<file path="config.mk">
export PLATFORM = sky130hd
export DESIGN_NAME = rtu_engine
export DESIGN_NICKNAME = d
export VERILOG_FILES = /design/src/rtl/rtu_pkg.sv /design/src/rtl/rtu_value_gen.sv /design/src/rtl/rtu_ctrl.sv /design/src/rtl/rtu_mem_port.sv /design/src/rtl/rtu_engine.sv
export SDC_FILE = /design/constraint.sdc
export NUM_CORES = 1
export LEC_CHECK = 0
export BUFFER_PORTS_ARGS = -buffer_cell sky130_fd_sc_hd__buf_2
export CAP_MARGIN = 10
export CORE_ASPECT_RATIO = 0.5
export CORE_MARGIN = 2
export CORE_UTILIZATION = 30
export CTS_BUF_LIST = sky130_fd_sc_hd__clkbuf_8
export CTS_CLUSTER_SIZE = 40
export DETAILED_ROUTE_END_ITERATION = 12
export SKIP_CTS_REPAIR_TIMING = 1
export SYNTH_ARGS = -nofsm -noshare
export SYNTH_HDL_FRONTEND = slang
export SYNTH_SLANG_ARGS = --single-unit
</file>
<file path="constraint.sdc">
create_clock -name clk -period 2.7 [get_ports clk]
set_input_delay 0.54 -clock clk [delete_from_list [all_inputs] [get_ports clk]]
set_output_delay 0.54 -clock clk [all_outputs]
set_load 0.1 [all_outputs]
</file>
<file path="src/rtl/rtu_pkg.sv">
package rtu_pkg;
  localparam int unsigned WORD_W = 64;

  typedef logic [WORD_W-1:0] word_t;

  typedef enum logic [2:0] {
    PH_IDLE,
    PH_FILL,
    PH_STEP,
    PH_READ,
    PH_WRITE,
    PH_DONE
  } phase_e;

  // One step of the shift-and-fold recurrence.
  function automatic word_t rtu_advance(word_t cur, word_t poly);
    word_t fold;
    fold = cur[WORD_W-1] ? poly : '0;
    return {cur[WORD_W-2:0], 1'b0} ^ fold;
  endfunction

  // Seed loaded into the value register on every accepted start.
  function automatic word_t rtu_seed();
    return word_t'(1);
  endfunction
endpackage

</file>
<file path="src/rtl/rtu_value_gen.sv">
module rtu_value_gen
  import rtu_pkg::*;
#(
  parameter word_t POLY = 64'h7
) (
  input  logic  clk,
  input  logic  rst_n,
  input  logic  seed_load,
  input  logic  advance,
  output word_t value
);

  always_ff @(posedge clk) begin
    if (!rst_n)         value <= rtu_seed();
    else if (seed_load) value <= rtu_seed();
    else if (advance)   value <= rtu_advance(value, POLY);
  end

  // With an odd polynomial the recurrence never collapses to zero.
  if (POLY[0]) begin : g_nonzero_chk
    assert_value_nonzero_R3: assert property (@(posedge clk) disable iff (!rst_n)
      value != '0);
  end

  // A loaded seed is not disturbed in the cycle it appears.
  assert_seed_first_R3: assert property (@(posedge clk) disable iff (!rst_n)
    seed_load |=> !advance);

endmodule

</file>
<file path="src/rtl/rtu_ctrl.sv">
module rtu_ctrl
  import rtu_pkg::*;
#(
  parameter int unsigned IDX_W = 10,
  parameter int unsigned CNT_W = 32
) (
  input  logic             clk,
  input  logic             rst_n,
  input  logic             start,
  input  logic [CNT_W-1:0] upd_count,
  output phase_e           phase,
  output logic [IDX_W-1:0] fill_idx,
  output logic             seed_load,
  output logic             advance,
  output logic             done
);

  logic [CNT_W-1:0] remaining;
  phase_e           phase_nx;

  // Named internal events
  logic start_accept;
  logic fill_last;
  logic step_fire;
  logic upd_last;
  logic busy;

  assign busy         = (phase == PH_FILL) || (phase == PH_STEP) ||
                        (phase == PH_READ) || (phase == PH_WRITE);
  assign start_accept = start && !busy;
  assign fill_last    = (phase == PH_FILL) && (&fill_idx);
  assign step_fire    = (phase == PH_STEP);
  assign upd_last     = (phase == PH_WRITE) && (remaining == '0);

  always_comb begin
    phase_nx = phase;
    unique case (phase)
      PH_IDLE:  if (start_accept) phase_nx = PH_FILL;
      PH_FILL:  if (fill_last) phase_nx = (remaining == '0) ? PH_DONE : PH_STEP;
      PH_STEP:  phase_nx = PH_READ;
      PH_READ:  phase_nx = PH_WRITE;
      PH_WRITE: phase_nx = upd_last ? PH_DONE : PH_STEP;
      PH_DONE:  if (start_accept) phase_nx = PH_FILL;
      default:  phase_nx = PH_IDLE;
    endcase
  end

  always_ff @(posedge clk) begin
    if (!rst_n) begin
      phase     <= PH_IDLE;
      fill_idx  <= '0;
      remaining <= '0;
    end else begin
      phase <= phase_nx;
      if (start_accept)            fill_idx <= '0;
      else if (phase == PH_FILL)   fill_idx <= fill_idx + 1'b1;
      if (start_accept)            remaining <= upd_count;
      else if (step_fire)          remaining <= remaining - 1'b1;
    end
  end

  assign seed_load = start_accept;
  assign advance   = step_fire;
  assign done      = (phase == PH_DONE);

  assert_step_has_work_R6: assert property (@(posedge clk) disable iff (!rst_n)
    step_fire |-> remaining != '0);

  assert_done_hold_R7: assert property (@(posedge clk) disable iff (!rst_n)
    (done && !start) |=> done);

  assert_done_clear_R7: assert property (@(posedge clk) disable iff (!rst_n)
    (done && start) |=> !done);

  assert_busy_ignores_start_R8: assert property (@(posedge clk) disable iff (!rst_n)
    (busy && start && phase != PH_FILL) |=> phase != PH_FILL);

endmodule

</file>
<file path="src/rtl/rtu_mem_port.sv">
module rtu_mem_port
  import rtu_pkg::*;
#(
  parameter int unsigned IDX_W = 10
) (
  input  phase_e           phase,
  input  logic [IDX_W-1:0] fill_idx,
  input  word_t            value,
  input  word_t            rdata,
  output logic [IDX_W-1:0] addr,
  output word_t            wdata,
  output logic             we,
  output logic             re,
  output logic             strm_valid,
  output word_t            strm_value,
  output logic [IDX_W-1:0] strm_index
);

  localparam logic [IDX_W-1:0] IDX_MASK = {IDX_W{1'b1}};

  function automatic logic [IDX_W-1:0] table_index(word_t v);
    return v[IDX_W-1:0] & IDX_MASK;
  endfunction

  logic [IDX_W-1:0] upd_idx;
  assign upd_idx = table_index(value);

  always_comb begin
    addr  = upd_idx;
    wdata = rdata ^ value;
    we    = 1'b0;
    re    = 1'b0;
    unique case (phase)
      PH_FILL: begin
        addr  = fill_idx;
        wdata = word_t'(fill_idx);
        we    = 1'b1;
      end
      PH_READ:  re = 1'b1;
      PH_WRITE: we = 1'b1;
      default: ;
    endcase
  end

  assign strm_valid = (phase == PH_WRITE);
  assign strm_value = value;
  assign strm_index = upd_idx;

endmodule

</file>
<file path="src/rtl/rtu_engine.sv">
module rtu_engine
  import rtu_pkg::*;
#(
  parameter int unsigned IDX_W = 10,
  parameter int unsigned CNT_W = 32,
  parameter word_t       POLY  = 64'h7
) (
  input  logic             clk,
  input  logic             rst_n,
  input  logic             start,
  input  logic [CNT_W-1:0] upd_count,
  output logic             done,
  output logic [IDX_W-1:0] mem_addr,
  output logic [63:0]      mem_wdata,
  output logic             mem_we,
  output logic             mem_re,
  input  logic [63:0]      mem_rdata,
  output logic             upd_valid,
  output logic [63:0]      upd_value,
  output logic [IDX_W-1:0] upd_index
);

  phase_e           phase;
  logic [IDX_W-1:0] fill_idx;
  logic             seed_load;
  logic             advance;
  word_t            value;

  rtu_ctrl #(.IDX_W(IDX_W), .CNT_W(CNT_W)) u_ctrl (
    .clk       (clk),
    .rst_n     (rst_n),
    .start     (start),
    .upd_count (upd_count),
    .phase     (phase),
    .fill_idx  (fill_idx),
    .seed_load (seed_load),
    .advance   (advance),
    .done      (done)
  );

  rtu_value_gen #(.POLY(POLY)) u_value (
    .clk       (clk),
    .rst_n     (rst_n),
    .seed_load (seed_load),
    .advance   (advance),
    .value     (value)
  );

  rtu_mem_port #(.IDX_W(IDX_W)) u_port (
    .phase      (phase),
    .fill_idx   (fill_idx),
    .value      (value),
    .rdata      (mem_rdata),
    .addr       (mem_addr),
    .wdata      (mem_wdata),
    .we         (mem_we),
    .re         (mem_re),
    .strm_valid (upd_valid),
    .strm_value (upd_value),
    .strm_index (upd_index)
  );

  assert_read_then_write_R5: assert property (@(posedge clk) disable iff (!rst_n)
    mem_re |=> (mem_we && mem_addr == $past(mem_addr)));

  assert_no_read_write_overlap_R5: assert property (@(posedge clk) disable iff (!rst_n)
    !(mem_re && mem_we));

  assert_fill_ascends_R2: assert property (@(posedge clk) disable iff (!rst_n)
    (phase == PH_FILL && !(&mem_addr)) |=> (mem_we && mem_addr == $past(mem_addr) + 1'b1));

  assert_stream_on_write_R9: assert property (@(posedge clk) disable iff (!rst_n)
    upd_valid |-> (mem_we && mem_addr == upd_index));

  assert_quiet_when_done_R10: assert property (@(posedge clk) disable iff (!rst_n)
    done |-> (!mem_we && !mem_re && !upd_valid));

  assert_reset_state_R1: assert property (@(posedge clk)
    !rst_n |=> (!done && !mem_we && !mem_re));

endmodule

</file>
# Word-level counts from Yosys, hierarchy flattened
# Cells that the tools add are included.
# op_classes
n_addsub	2
eq_ne	7
mux	12
bitwise	3
reduce_logical	15
# op_table
op	count
64-bit bitwise XOR	2
32-bit 2-to-1 mux	2
64-bit 2-to-1 mux	1
32-bit zero test	1
32-bit by 1-bit subtractor with 32-bit output, second input constant	1
3-bit 2-to-1 mux	5
3-bit case mux with 5 select lines	1
10-bit by 1-bit adder with 10-bit output, second input constant	1
10-bit 2-to-1 mux	1
10-bit AND reduction	1
3-bit by 2-bit equality test with 1-bit output, second input constant	2
3-bit equality test, second input constant	2
2-bit OR reduction	3
2-bit by 1-bit != test with 1-bit output, second input constant	2
3-bit by 1-bit equality test with 1-bit output, second input constant	1
1-bit logical AND	3
3-bit zero test	1
1-bit logical OR	3
1-bit 2-to-1 mux	2
2-bit AND reduction	1
2-bit nonzero test	1
1-bit zero test	1
1-bit NOT	1
# totals
ff_bits	109
inputBits	99
out_inout_bits	152
wordCells	43

# Logic depth before layout (Yosys ltp)
# Gate-level depths: netlist (run 1).
# depth
depth_word	8
ltp_mapped	7
ltp_nobuf	7

# Cells and area by module
# Synthesis (run 1) repeated with hierarchy kept, for this count alone.
# unflattened
cells_unflattened	731
hier_area_um2	6538.8
# modules_own_cells
mod	n_inst	cells_per_inst	area_per_inst_um2	seq_area_each_um2
rtu_ctrl	1	296	2514.9	900.9
rtu_value_gen	1	210	2339.7	1281.2
rtu_mem_port	1	225	1684.1	0.0

# Worst setup path after synthesis (run 1)
# Ideal clock, no wire load.
# synth_path
path_type	reg-to-output
from	register u_value.value[1]
to	output mem_wdata[1]
t_arrival_ns	3.307
t_required_ns	2.160
path_slack_ns	-1.147
path_stages_with_launch	3
n_path_buf	0
path_cell_list	dfxtp_1 > xnor2_1 > o21ai_0
# synth_via
elab_chain_cells	2
# synth_lines
element	line	text
start, declared	rtu_value_gen.sv:10	output word_t value
start signal, assigned	rtu_value_gen.sv:14	if (!rst_n) value <= rtu_seed();
start signal, assigned	rtu_value_gen.sv:15	else if (seed_load) value <= rtu_seed();
start signal, assigned	rtu_value_gen.sv:16	else if (advance) value <= rtu_advance(value, POLY);
64-bit bitwise XOR	rtu_mem_port.sv:30	wdata = rdata ^ value;
64-bit 2-to-1 mux	rtu_mem_port.sv:33	unique case (phase)
end, declared	rtu_engine.sv:14	output logic [63:0] mem_wdata,
# Every way passes these cells.

# Final worst setup path (run 1)
# layout_path
from	register u_ctrl.phase[2]
to	output mem_wdata[45]
# layout_via
elab_chain_cells	2
# layout_lines
element	line	text
start, declared	rtu_ctrl.sv:11	output phase_e phase,
start signal, assigned	rtu_ctrl.sv:54	phase <= phase_nx;
3-bit by 1-bit equality test with 1-bit output	rtu_mem_port.sv:33	
64-bit 2-to-1 mux	rtu_mem_port.sv:33	
# Every way passes these cells.

==> results of run 1 <==
-- metal layers --
| metal | track usage | vias up |
|---|---|---|
| met4 | 0.0291 | 0 |
| met1 | 0.213 | 2784 |
| met3 | 0.0290 | 4 |
| met2 | 0.299 | 83 |
| li1 | - | 3021 |
| met5 | 0 | - |
-- power by group --
part	leakage (nW)	internal (W)	total, W	switching, W
Clock	0.106	0.000453	0.00103	0.000577
Sequential	0.885	0.00164	0.00168	0.0000396
Combinational	2.30	0.000318	0.00116	0.000837
-- worst max-delay path, delay by kind of cell (launching register included) --
family / cells / cell delay [ns]
flops: 1 / 0.44
buf+inv: 4 / 0.98
simple gates: 2 / 0.20
-- layout make-up --
type / instances / area [sq um] / area share
multi-input combinational: 598 / 3490 / 0.436
sequential: 109 / 2180 / 0.273
timing repair buffer: 269 / 1770 / 0.221
tap: 259 / 324 / 0.0405
clock buffer: 10 / 138 / 0.0172
clock inverter: 6 / 62.6 / 0.00783
inverter: 7 / 26.3 / 0.00329
-- through the flow --
stage	setup TNS, ns	power, W	std cells	area, sq um
3_5_place_dp	0	0.00287	1241	7760
2_1_floorplan	-0.403	0.00258	773	5980
4_1_cts	-0.0172	0.00391	1257	7960
6_report	0	0.00387	1258	7990
3_3_place_gp	0	0.00286	1241	7760
5_1_grt	0	0.00404	1258	7990
-- flip-flops by register name, summed over array words and instances (netlist names) --
name	cells
u_ctrl.remaining	32
u_ctrl.phase	3
u_value.value	64
u_ctrl.fill_idx	10
-- synthesized netlist by cell type, types with 4 or more instances --
| library cell | instances | share of area |
|---|---|---|
| sky130_fd_sc_hd__o211ai_1 | 5 | 0.0065 |
| sky130_fd_sc_hd__o21ai_0 | 34 | 0.029 |
| sky130_fd_sc_hd__xor2_1 | 11 | 0.017 |
| sky130_fd_sc_hd__a211oi_1 | 4 | 0.0052 |
| sky130_fd_sc_hd__inv_1 | 7 | 0.0045 |
| sky130_fd_sc_hd__nand4_1 | 13 | 0.014 |
| sky130_fd_sc_hd__or3_1 | 11 | 0.012 |
| sky130_fd_sc_hd__nand3_1 | 11 | 0.0095 |
| sky130_fd_sc_hd__o21a_1 | 5 | 0.0065 |
| sky130_fd_sc_hd__buf_4 | 10 | 0.013 |
| sky130_fd_sc_hd__dfxtp_1 | 109 | 0.38 |
| sky130_fd_sc_hd__nor2_1 | 88 | 0.057 |
| sky130_fd_sc_hd__nand2_1 | 183 | 0.12 |
| sky130_fd_sc_hd__nor3_1 | 10 | 0.0086 |
| sky130_fd_sc_hd__xnor2_1 | 71 | 0.11 |
| sky130_fd_sc_hd__a31oi_1 | 5 | 0.0054 |
| sky130_fd_sc_hd__buf_1 | 9 | 0.0058 |
| sky130_fd_sc_hd__clkbuf_1 | 33 | 0.021 |
| sky130_fd_sc_hd__o311a_1 | 5 | 0.0086 |
| sky130_fd_sc_hd__a21oi_1 | 87 | 0.075 |
-- final timing paths --
| kind | to | cells past startpoint | slack (ns) | start |
|---|---|---|---|---|
| hold / removal | u_ctrl.remaining[25] | 3 | 0.39 | upd_count[25] |
| hold reg to reg | u_ctrl.remaining[9] | 2 | 0.49 | u_ctrl.remaining[9] |
| setup reg to reg | u_ctrl.remaining[30] | 5 | 0.46 | u_ctrl.remaining[2] |
| setup / recovery | mem_wdata[45] | 6 | 0.11 | u_ctrl.phase[2] |
-- logic make-up after synthesis --
group | Yosys count
buffers and inverters | 66
adder cells (fa/ha/maj) | 2
flip-flops | 109
XOR/XNOR | 82
AND/OR/NAND/NOR | 350
multiplexers | 4
AO/OA/AOI/OAI | 160
==> results.md, run 1 <==
- The run finished with clean final reports.
- The die is 201 um wide.
- Leaving out fill and tap cells, the most frequent cell in the layout is sky130_fd_sc_hd__buf_2.
- Entering global routing, the biggest net connects 69 pins.
- The total count of max-transition violations in the final report is 0.
- The remaining design rule violation count is 0.
- The routability-driven placement congestion ratio is 0.814.
- The global-route wire length before repair is 27,600 um.
- The cell area after synthesis is 0.00581 sq mm.
- After detailed routing, the met3 layer carries 433 um of wire.
- The class of the most critical setup path is reg -> out.
- The number of CTS-inserted buffers is 9.
- The post-placement worst setup slack is 0.396 ns.
- The post-synthesis net count is 874.
- The clock period could shrink to 2.59 ns.
- The post-synthesis share of cell area spent on xor and xnor gates is 0.124.
- The met1 wire length is 8280 um.
- After clock tree synthesis, the clock-pin slew on the worst setup and hold paths is 0.11 ns.
- The tightest hold margin is 0.395 ns.
- The tool flagged a number of max-cap violations equal to 0.
- The maximum fanout along the worst path is 35.
- After filler insertion, the fill cell instance count of the layout stands at 1,948.
- At the end of the flow the core is filled with cells to 0.427.
- For this run, the register share of the synthesized area comes to 0.376.
- The tightest min-delay check is of the in -> reg type.
- Of the total synthesized cell area, the portion taken by AND, OR, NAND and NOR gates is 0.275.
- The required time at the endpoint of the critical path is 2.16 ns.
- Summed over all nets, wire length on met2 after detailed routing comes to 9000 um.
- The die covers 0.0206 sq mm.
- The count of endpoints failing hold in the final timing report came to 0.
- Based on the critical path, the design can be clocked at up to 385 MHz.
- After the first detailed-routing iteration, the DRC count stood at 267.
- At the worst endpoint, the arrival time is 2.05 ns.
- Traced cell by cell, the critical path runs through buf_4 -> nor3b_4 -> buf_12 -> buf_12 -> nor2_2 -> buf_2.
- The maximum buffer depth of the clock tree is 2.
- The floorplan step set the die height to 102 um.
- The post-synthesis to final-layout area growth is 37.6%.
- Yosys mapped the design onto 59 distinct sky130hd cell types.
- Across every metal layer, demand over resource in global routing totals 0.166.
- By instance count, the cell type seen most on the critical path is sky130_fd_sc_hd__buf_12.
- The pin slew with the least headroom to its limit is 0.719 ns.
- STA classifies the critical path endpoint as an output pin.
- The routed layout has 5,892 vias.
- The root buffer cell is sky130_fd_sc_hd__clkbuf_8.
- The count of endpoints failing setup in the final report is 0.
- The starting density of the core is 0.311.
- For this design, the slowest cell found on the critical path is sky130_fd_sc_hd__dfxtp_1.
- For this design, the sink count on the clock tree is 109.
- In the layout the commonest cells are 230 x sky130_fd_sc_hd__buf_2, 182 x sky130_fd_sc_hd__nand2_1, 107 x sky130_fd_sc_hd__dfxtp_1.
- The post-synthesis share of cell area spent on full adders, half adders and majority gates is 0.00431.
- 251 I/O pins were placed.
- The clock tree from TritonCTS is done.
- The average routed wire per standard cell is 14.1 um.
- For this run, the leading register cell type out of synthesis is sky130_fd_sc_hd__dfxtp_1.
- VDD sags by at most 0.226 mV.
- The count of nets left with antenna violations once routing finished came out at 0.
- The area of the placeable core is 0.0187 sq mm.
- The leakage power is 3.29 nW.
- The compound-cell area share of the yosys netlist is 0.158.
- The number of core rows is 35.
- Summed over all nets, the half-perimeter wirelength after detailed placement is 13,200 um.
- The clock skew is 0.0170 ns.
- The largest incremental delay on the critical path is 0.44 ns.
- Buffers placed on the I/O ports in this run total 250.
- The number of global-route vias before repair is 5,319.
- Yosys printed 0 warnings.
- Using the TritonRoute via totals, the vias-per-cell ratio works out to 4.68.
- The repair_antennas step left the layout with diodes totalling 0.
- By area, the combinational part of the netlist is dominated by simple AND/OR/NAND/NOR gates.
- The sum of routed wire length over all layers is 17,800 um.
- The clock reaches the later pin of the worst-skew pair after 0.39 ns.
- The number of antenna violations at the first check in global routing is 0.
- The fraction of synthesis flops using an asynchronous set or reset pin is 0.
- In this run the number of H-tree levels came out at 3.
- The kind of launch point of the worst setup path is a register.
- The number of instances in the synthesized netlist is 773.
- Setup repair after global routing left no endpoint under its margin.
- Measured against its own limit, the worst slew margin works out to 0.521.
- Dividing total power by cell area gives a power density of 484 mW/mm^2.
- The number of optimization iterations in the first detailed-route pass is 4.
- In the final layout, the share of cells above drive strength 1 is 0.378.
- After global routing the overflow that remains totals 0.
- Yosys mapped a number of flops with a built-in enable equal to 0.
- After synthesis, the share of cell area in mux cells is 0.00754.
- The smallest setup slack after layout is 0.105 ns.
- After synthesis the netlist holds a flip-flop and latch count of 109.
- The highest layer touched by signal routing is met4.
- After the last flow step, the layout net total stands at 1,095.
- Dividing the final minimum period by the clock period gives 0.961.
- Averaged over all synthesized cells, the footprint is 7.51 sq um.
Note: power is estimated with default switching activity, not from simulation.
==> run 2, diff against run 1 <==
--- a/config.mk
+++ b/config.mk
@@ -13,6 +13,7 @@
 export CTS_BUF_LIST = sky130_fd_sc_hd__clkbuf_8
 export CTS_CLUSTER_SIZE = 40
 export DETAILED_ROUTE_END_ITERATION = 12
+export GPL_TIMING_DRIVEN = 0
 export SKIP_CTS_REPAIR_TIMING = 1
 export SYNTH_ARGS = -nofsm -noshare
 export SYNTH_HDL_FRONTEND = slang
==> run 2 against run 1 <==
  * Cell area is 1.1% lower
  * Non-clock buffer count increased by 42
  * Sequential power is essentially flat
  * Hold slack lost 0.015 ns
  * Global-route usage grew 1.2 points
  * Via count up 5.4%
  * Cell count increased by 3.3%
  * Critical path depth did not move
  * Die area unchanged
  * Register-to-register slack worse by 0.12 ns
  * Utilization fell by 0.48 points
  * Flip-flop and latch count unchanged
  * Critical endpoint is now mem_wdata[22]
  * Largest power group unchanged
==> results.md, run 2 (synthesis results as in run 1) <==
- Of the total power, the share spent switching nets is 0.380.
- In this run the deepest clock path goes through 2 buffers.
- The setup check on the worst reg-to-reg path leaves a slack of 0.34 ns.
- The wire-length estimate of the detail-placed layout is 14,700 um.
- The congestion estimate from routability-driven global placement came to 0.831.
- Excluding fillers, the count of instances in the completed layout stands at 1,300.
- The maximum fanout along the worst path is 10.
- At the pin with the least slew margin, the transition time is 0.655 ns.
- The post-synthesis to final-layout area growth is 36.1%.
- The global-route wire length before repair is 29,500 um.
- The number of antenna violations at the first check in global routing is 0.
- The worst hold path belongs to the class in -> reg.
- The run finished with clean final reports.
- In the routed layout, each cell is associated on average with a via count of 4.78.
- The instance count on the critical path is 6.
- The kind of launch point of the worst setup path is a register.
- The initial utilization of the core area, before any placement, comes to 0.311.
- The met3 usage in global routing is 0.0252.
- The relative slew slack is 0.564.
- The power dissipated by switching net loads is 0.00146 W.
- The vertical extent of the die is 102 um.
- The detail route stage leaves a number of antenna-violating nets equal to 0.
- Setup violations remaining at the end of the flow were counted as 0.
- The register clock-pin slew on the reported worst setup and hold paths is 0.11 ns.
- STA classifies the critical path endpoint as an output pin.
- The share of cells above drive strength 1 is 0.370.
- After routing the design area is 0.00790 sq mm.
- The required time at the endpoint of the critical path is 2.16 ns.
- The largest register by flop count is u_value.value.
- The leakage power is 3.30 nW.
- The die footprint is 0.0206 sq mm.
- The repair_antennas step left the layout with diodes totalling 0.
- The critical path's most frequent cell is sky130_fd_sc_hd__buf_2.
- The cell sitting at the root of the clock tree is a sky130_fd_sc_hd__clkbuf_8.
- The clock network fraction of design power is 0.269.
- Counting I/O delays and the setup requirement, the final critical path takes 2.60 ns.
- The placement-stage cell area is 0.00755 sq mm.
- The floorplan step defined a core boundary enclosing 0.0187 sq mm.
- The number of clock sinks is 109.
- Traced cell by cell, the critical path runs through clkbuf_4 -> nor3b_4 -> buf_4 -> buf_2 -> nor2_2 -> buf_2.
- For this run, global-route usage on met2 was measured as 0.322.
- The latest clock arrival within the worst-skew pair is 0.39 ns.
- The class of the most critical setup path is reg -> out.
- The total count of max-transition violations in the final report came to 0.
- The pre-antenna-repair detailed-routing pass consisted of 5 iterations.
- The count of endpoints failing hold in the final timing report is 0.
- After detailed routing, the total wire length is 19,200 um.
- On the final layout, the worst clock skew is 0.0118 ns.
- Dividing the detail-routed wire length by the instance count gives 14.7 um.
- The number of cells on the worst reg-to-reg path is 7.
- The cell count of the worst hold path is 3.
- For this block, the initial DRC count from the detailed router was 235.
- The count of buffers added on input and output ports is 250.
- The largest net degree at the start of global routing is 18.
- For this design, the slowest cell found on the critical path is sky130_fd_sc_hd__dfxtp_1.
- For this run, the total global-route usage over all layers was measured as 0.178.
- The largest registers in the layout are u_value.value x64, u_ctrl.remaining x32, u_ctrl.fill_idx x10.
- The leading cell type in the layout, fill and taps excluded is sky130_fd_sc_hd__buf_2.
- The tightest hold path in the finished design has a slack of 0.380 ns.
- The internal power is 0.00238 W.
- TritonCTS created 9 clock buffers.
- The critical path's top delay family is buffers and inverters.
- The top cell types in the final layout, fill and taps aside, are 224 x sky130_fd_sc_hd__buf_2, 183 x sky130_fd_sc_hd__nand2_1, 109 x sky130_fd_sc_hd__dfxtp_1.
- The routing layer with the top usage in global route is met2.
- The chip width is 201 um.
- The number of maximum-capacitance violations is 0.
- The register share of total power is 0.437.
- Of the total power, combinational logic draws 0.294.
- The aggregate global routing overflow is 0.
- The areal power density over the cells is 486 mW/mm^2.
- The remaining design rule violation count is 0.
- The clock tree from TritonCTS is done.
- Derived from the worst setup path, the maximum achievable clock frequency is 385 MHz.
- The cell count after placement is 1,282.
- At the end of the flow, the number of nets in the layout was 1,137.
- The number of core rows is 35.
- The H-tree was split into 3 levels.
- The fraction of met1 tracks used by global routing is 0.234.
- Dividing the final minimum period by the clock period gives 0.962.
- The data arrival at the endpoint of the critical path is 2.06 ns.
- The number of flip-flops in the largest register is 64.
- The peak supply drop is 0.240 mV.
- The number of buffer and inverter stages on the critical path is 4.
- The number of filler instances in the final layout is 1,976.
- The number of placed I/O pins is 251.
- The largest incremental delay on the critical path is 0.35 ns.
- The total number of vias is 6,210.
- The number of global-route vias before repair is 5,528.
[run 2: cell type report]
type	instances	area (sq um)	share of cell area
buffer	59	343	0.0434
clock buffer	10	138	0.0174
clock inverter	6	62.6	0.00792
inverter	7	26.3	0.00332
multi-input combinational	598	3470	0.440
sequential	109	2180	0.276
tap	259	324	0.0410
timing repair buffer	252	1350	0.171
[run 2: power by group through the flow]
| stage | clock, W | combinational, W | sequential [W] |
|---|---|---|---|
| after detailed placement | 0 | 0.00111 | 0.00172 |
| after floorplan | 0 | 0.000877 | 0.00171 |
| after global placement | 0 | 0.00110 | 0.00171 |
| final | 0.00103 | 0.00113 | 0.00168 |
| after global routing | 0.00112 | 0.00119 | 0.00169 |
| after CTS | 0.00106 | 0.00111 | 0.00168 |
[run 2: worst paths after layout]
check	start	endpoint
worst max-delay path	u_ctrl.phase[1]	mem_wdata[22]
worst min-delay path	upd_count[25]	u_ctrl.remaining[25]
worst max register to register	u_ctrl.phase[1]	u_value.value[58]
worst min register to register	u_ctrl.remaining[9]	u_ctrl.remaining[9]
[run 2: layer usage]
metal,vias up,share of wire,routed length (um)
met5,-,0,0
met4,0,0.0055,105
met3,10,0.034,653
met2,119,0.50,9630
met1,2972,0.46,8770
li1,3109,-,-
[run 2: worst reg2reg max path, delay by kind of cell, from the launching register on]
kind | cells | cell delay [ns]
buffers and inverters | 4 | 1.15
and+or+nand+nor | 2 | 0.63
DFF | 1 | 0.39
AOI/OAI and AO/OA | 1 | 0.13
[run 2: metrics by stage]
stage	utilization	setup TNS, ns	worst slack, ns	total power [W]
after floorplan	-	-0.403	-0.403	0.00258
final	0.423	0	0.104	0.00384
after global placement	0.404	-18.33	-0.455	0.00281
after global routing	0.423	-0.208	-0.0221	0.00400
after CTS	0.415	-48.87	-0.904	0.00385
after detailed placement	0.404	-17.14	-0.443	0.00282
==> run 3, diff against run 2 <==
--- a/config.mk
+++ b/config.mk
@@ -14,6 +14,7 @@
 export CTS_CLUSTER_SIZE = 40
 export DETAILED_ROUTE_END_ITERATION = 12
 export GPL_TIMING_DRIVEN = 0
+export MAX_ROUTING_LAYER = met4
 export SKIP_CTS_REPAIR_TIMING = 1
 export SYNTH_ARGS = -nofsm -noshare
 export SYNTH_HDL_FRONTEND = slang
==> run 3 against run 2 <==
  * First-iteration DRC count fell by 5.1%
  * Cell area is the same
  * Hold slack better by 0.0035 ns
  * Critical path depth stayed put
  * Cell count stayed put
  * Combinational power hardly changed
  * Sequential share of layout area stayed put
  * Via count down 0.24%
  * Power about the same
  * Utilization is the same
  * Die area unchanged
  * Critical path type unchanged
  * Critical endpoint unchanged
==> results.md, run 3 (synthesis results as in run 1) <==
- Compared with the post-synthesis result, the final layout area differs by 36.1%.
- The clock skew is 0.0103 ns.
- The largest net degree at the start of global routing is 18.
- At the end of routability-driven placement, the weighted congestion stood at 0.844.
- The area taken by multi-input logic gates is 0.00347 sq mm.
- The number of antenna violations at the first check in global routing is 0.
- The latest clock arrival within the worst-skew pair is 0.38 ns.
- For met3 alone, demand over resource in global routing was 0.0252.
- The peak supply drop is 0.244 mV.
- The register with the most flip-flops in the layout has 64 of them.
- The number of CTS-inserted buffers is 9.
- The number of antenna diodes in the final layout is 0.
- The pin slew with the least headroom to its limit is 0.627 ns.
- After detailed placement, the total cell area comes to 0.00755 sq mm.
- The total count of max-transition violations in the final report is 0.
- The total number of vias is 6,195.
- The number of global-route vias before repair is 5,538.
- Along the worst hold path, the cell count comes to 3.
- The cell count after placement is 1,282.
- The DRC violation total after the first TritonRoute iteration is 223.
- The highest clock frequency the design can meet is 386 MHz.
- The number of placed I/O pins is 251.
- The setup path with the least slack is of type reg -> out.
- Power spread over the standard cell area amounts to 486 mW/mm^2.
- The register clock-pin slew on the reported worst setup and hold paths is 0.11 ns.
- The number of filler instances in the final layout is 1,976.
- The pre-antenna-repair detailed-routing pass consisted of 4 iterations.
- The initial utilization of the core area, before any placement, comes to 0.311.
- Setup violations remaining at the end of the flow were counted as 0.
- The number of maximum-capacitance violations is 0.
- After detailed routing, the number of vias per cell comes to 4.77.
- In this run the tightest slew margin relative to its limit is 0.580.
- The finished cells cover 0.00790 sq mm.
- The maximum level of the CTS H-tree is 3.
- The die footprint is 0.0206 sq mm.
- The chip width is 201 um.
- The count of cells in the finished layout, fillers not included, comes to 1,300.
- The analysis attributes to cell leakage a power of 3.30 nW.
- The clock passes through at most 2 buffers.
- The worst setup path is captured at an output pin.
- In the final layout, the registers with the most flip-flops are u_value.value x64, u_ctrl.remaining x32, u_ctrl.fill_idx x10.
- Buffers placed on the I/O ports in this run total 250.
- The layer flagged by global routing as most heavily used is met2.
- In this run the standard cell core region covers 0.0187 sq mm.
- For met2 alone, demand over resource in global routing was 0.322.
- The worst hold path belongs to the class in -> reg.
- Counting every sink on the clock net gives 109.
- The number of cells on the worst reg-to-reg path is 7.
- In the final design database the tool counted 1,137 nets.
- The fraction of met1 tracks used by global routing is 0.234.
- Across every metal layer, demand over resource in global routing totals 0.184.
- In this run the worst path has a maximum fanout of 10.
- The count of endpoints failing hold in the final timing report is 0.
- Registers take 0.00218 sq mm.
- After detailed routing, the total wire length is 19,100 um.
- The vertical extent of the die is 102 um.
- The share of cells above drive strength 1 is 0.370.
- In this run the core area contains 35 standard-cell rows.
- The average routed wire per standard cell is 14.7 um.
- The setup total negative slack is 0 ns.
- Global routing finished with a remaining overflow of 0.
- After layout, the minimum clock period comes to 2.59 ns.
- The run finished with clean final reports.
- The first global-routing pass estimated 29,500 um of wire.
- In the finished design, the share of the clock period the worst path needs comes to 0.960.
- Once routing completed, OpenROAD measured the worst setup slack at 0.107 ns.
- TritonCTS built the clock tree.
- The worst setup path is launched from a register.
- The count of nets left with antenna violations once routing finished came out at 0.
- The root buffer cell is sky130_fd_sc_hd__clkbuf_8.
- The library cells used most frequently in the layout, excluding fill and tap cells, are 224 x sky130_fd_sc_hd__buf_2, 183 x sky130_fd_sc_hd__nand2_1, 109 x sky130_fd_sc_hd__dfxtp_1.
- The largest register by flop count is u_value.value.
- The post-placement worst setup slack is -0.443 ns.
- Data arrives at the worst endpoint at 2.05 ns.
- The leading cell type in the layout, fill and taps excluded is sky130_fd_sc_hd__buf_2.
- STA puts the critical path data required time at 2.16 ns.
- Detailed placement finished with a half-perimeter wire length of 14,700 um.
- The remaining design rule violation count is 0.
run 3: cell counts in the layout (fill, tap and decap cells not counted):
No cell type changed its count.
run 3: final timing paths:
path	from	to	slack (ns)
max	u_ctrl.phase[1]	mem_wdata[22]	0.11
min	upd_count[25]	u_ctrl.remaining[25]	0.38
max reg2reg	u_ctrl.phase[1]	u_value.value[58]	0.33
min reg2reg	u_ctrl.remaining[9]	u_ctrl.remaining[9]	0.49
run 3: per-stage QoR:
| step | utilization | hold slack [ns] | power [W] |
|---|---|---|---|
| final | 0.423 | 0.383 | 0.00384 |
| after global routing | 0.423 | 0.381 | 0.00400 |
| after CTS | 0.415 | 0.365 | 0.00385 |
| after detailed placement | 0.404 | 0.478 | 0.00282 |
| after global placement | 0.404 | 0.466 | 0.00281 |
| after floorplan | - | 0.456 | 0.00258 |
run 3: worst max-delay path, cell delays in order, from the launching register on:
cell and delay, ns:
sky130_fd_sc_hd__dfxtp_1 0.35, sky130_fd_sc_hd__clkbuf_4 0.20, sky130_fd_sc_hd__nor3b_4 0.31, sky130_fd_sc_hd__buf_4 0.17
sky130_fd_sc_hd__buf_2 0.27, sky130_fd_sc_hd__nor2_2 0.07, sky130_fd_sc_hd__buf_2 0.29
run 3: metal layers:
layer	wire (um)	vias to the layer above
li1	-	3114
met1	8730	2946
met2	9640	126
met3	682	9
met4	95	0
met5	0	-
run 3: area by class of cell:
cell class / count / share of cell area
multi-input cells: 598 / 0.440
flip-flops and latches: 109 / 0.276
repair buffers: 252 / 0.171
plain buffers: 59 / 0.0434
well taps: 259 / 0.0410
clock buffers: 10 / 0.0174
clock inverters: 6 / 0.00792
inverters: 7 / 0.00332
run 3: report_power, final:
| group | total, W | internal [W] | leakage, nW | switching, W |
|---|---|---|---|---|
| Sequential | 0.00168 | 0.00164 | 0.884 | 0.0000391 |
| Clock | 0.00103 | 0.000453 | 0.100 | 0.000577 |
| Combinational | 0.00113 | 0.000288 | 2.31 | 0.000841 |
| Total | 0.00384 | 0.00238 | 3.30 | 0.00146 |
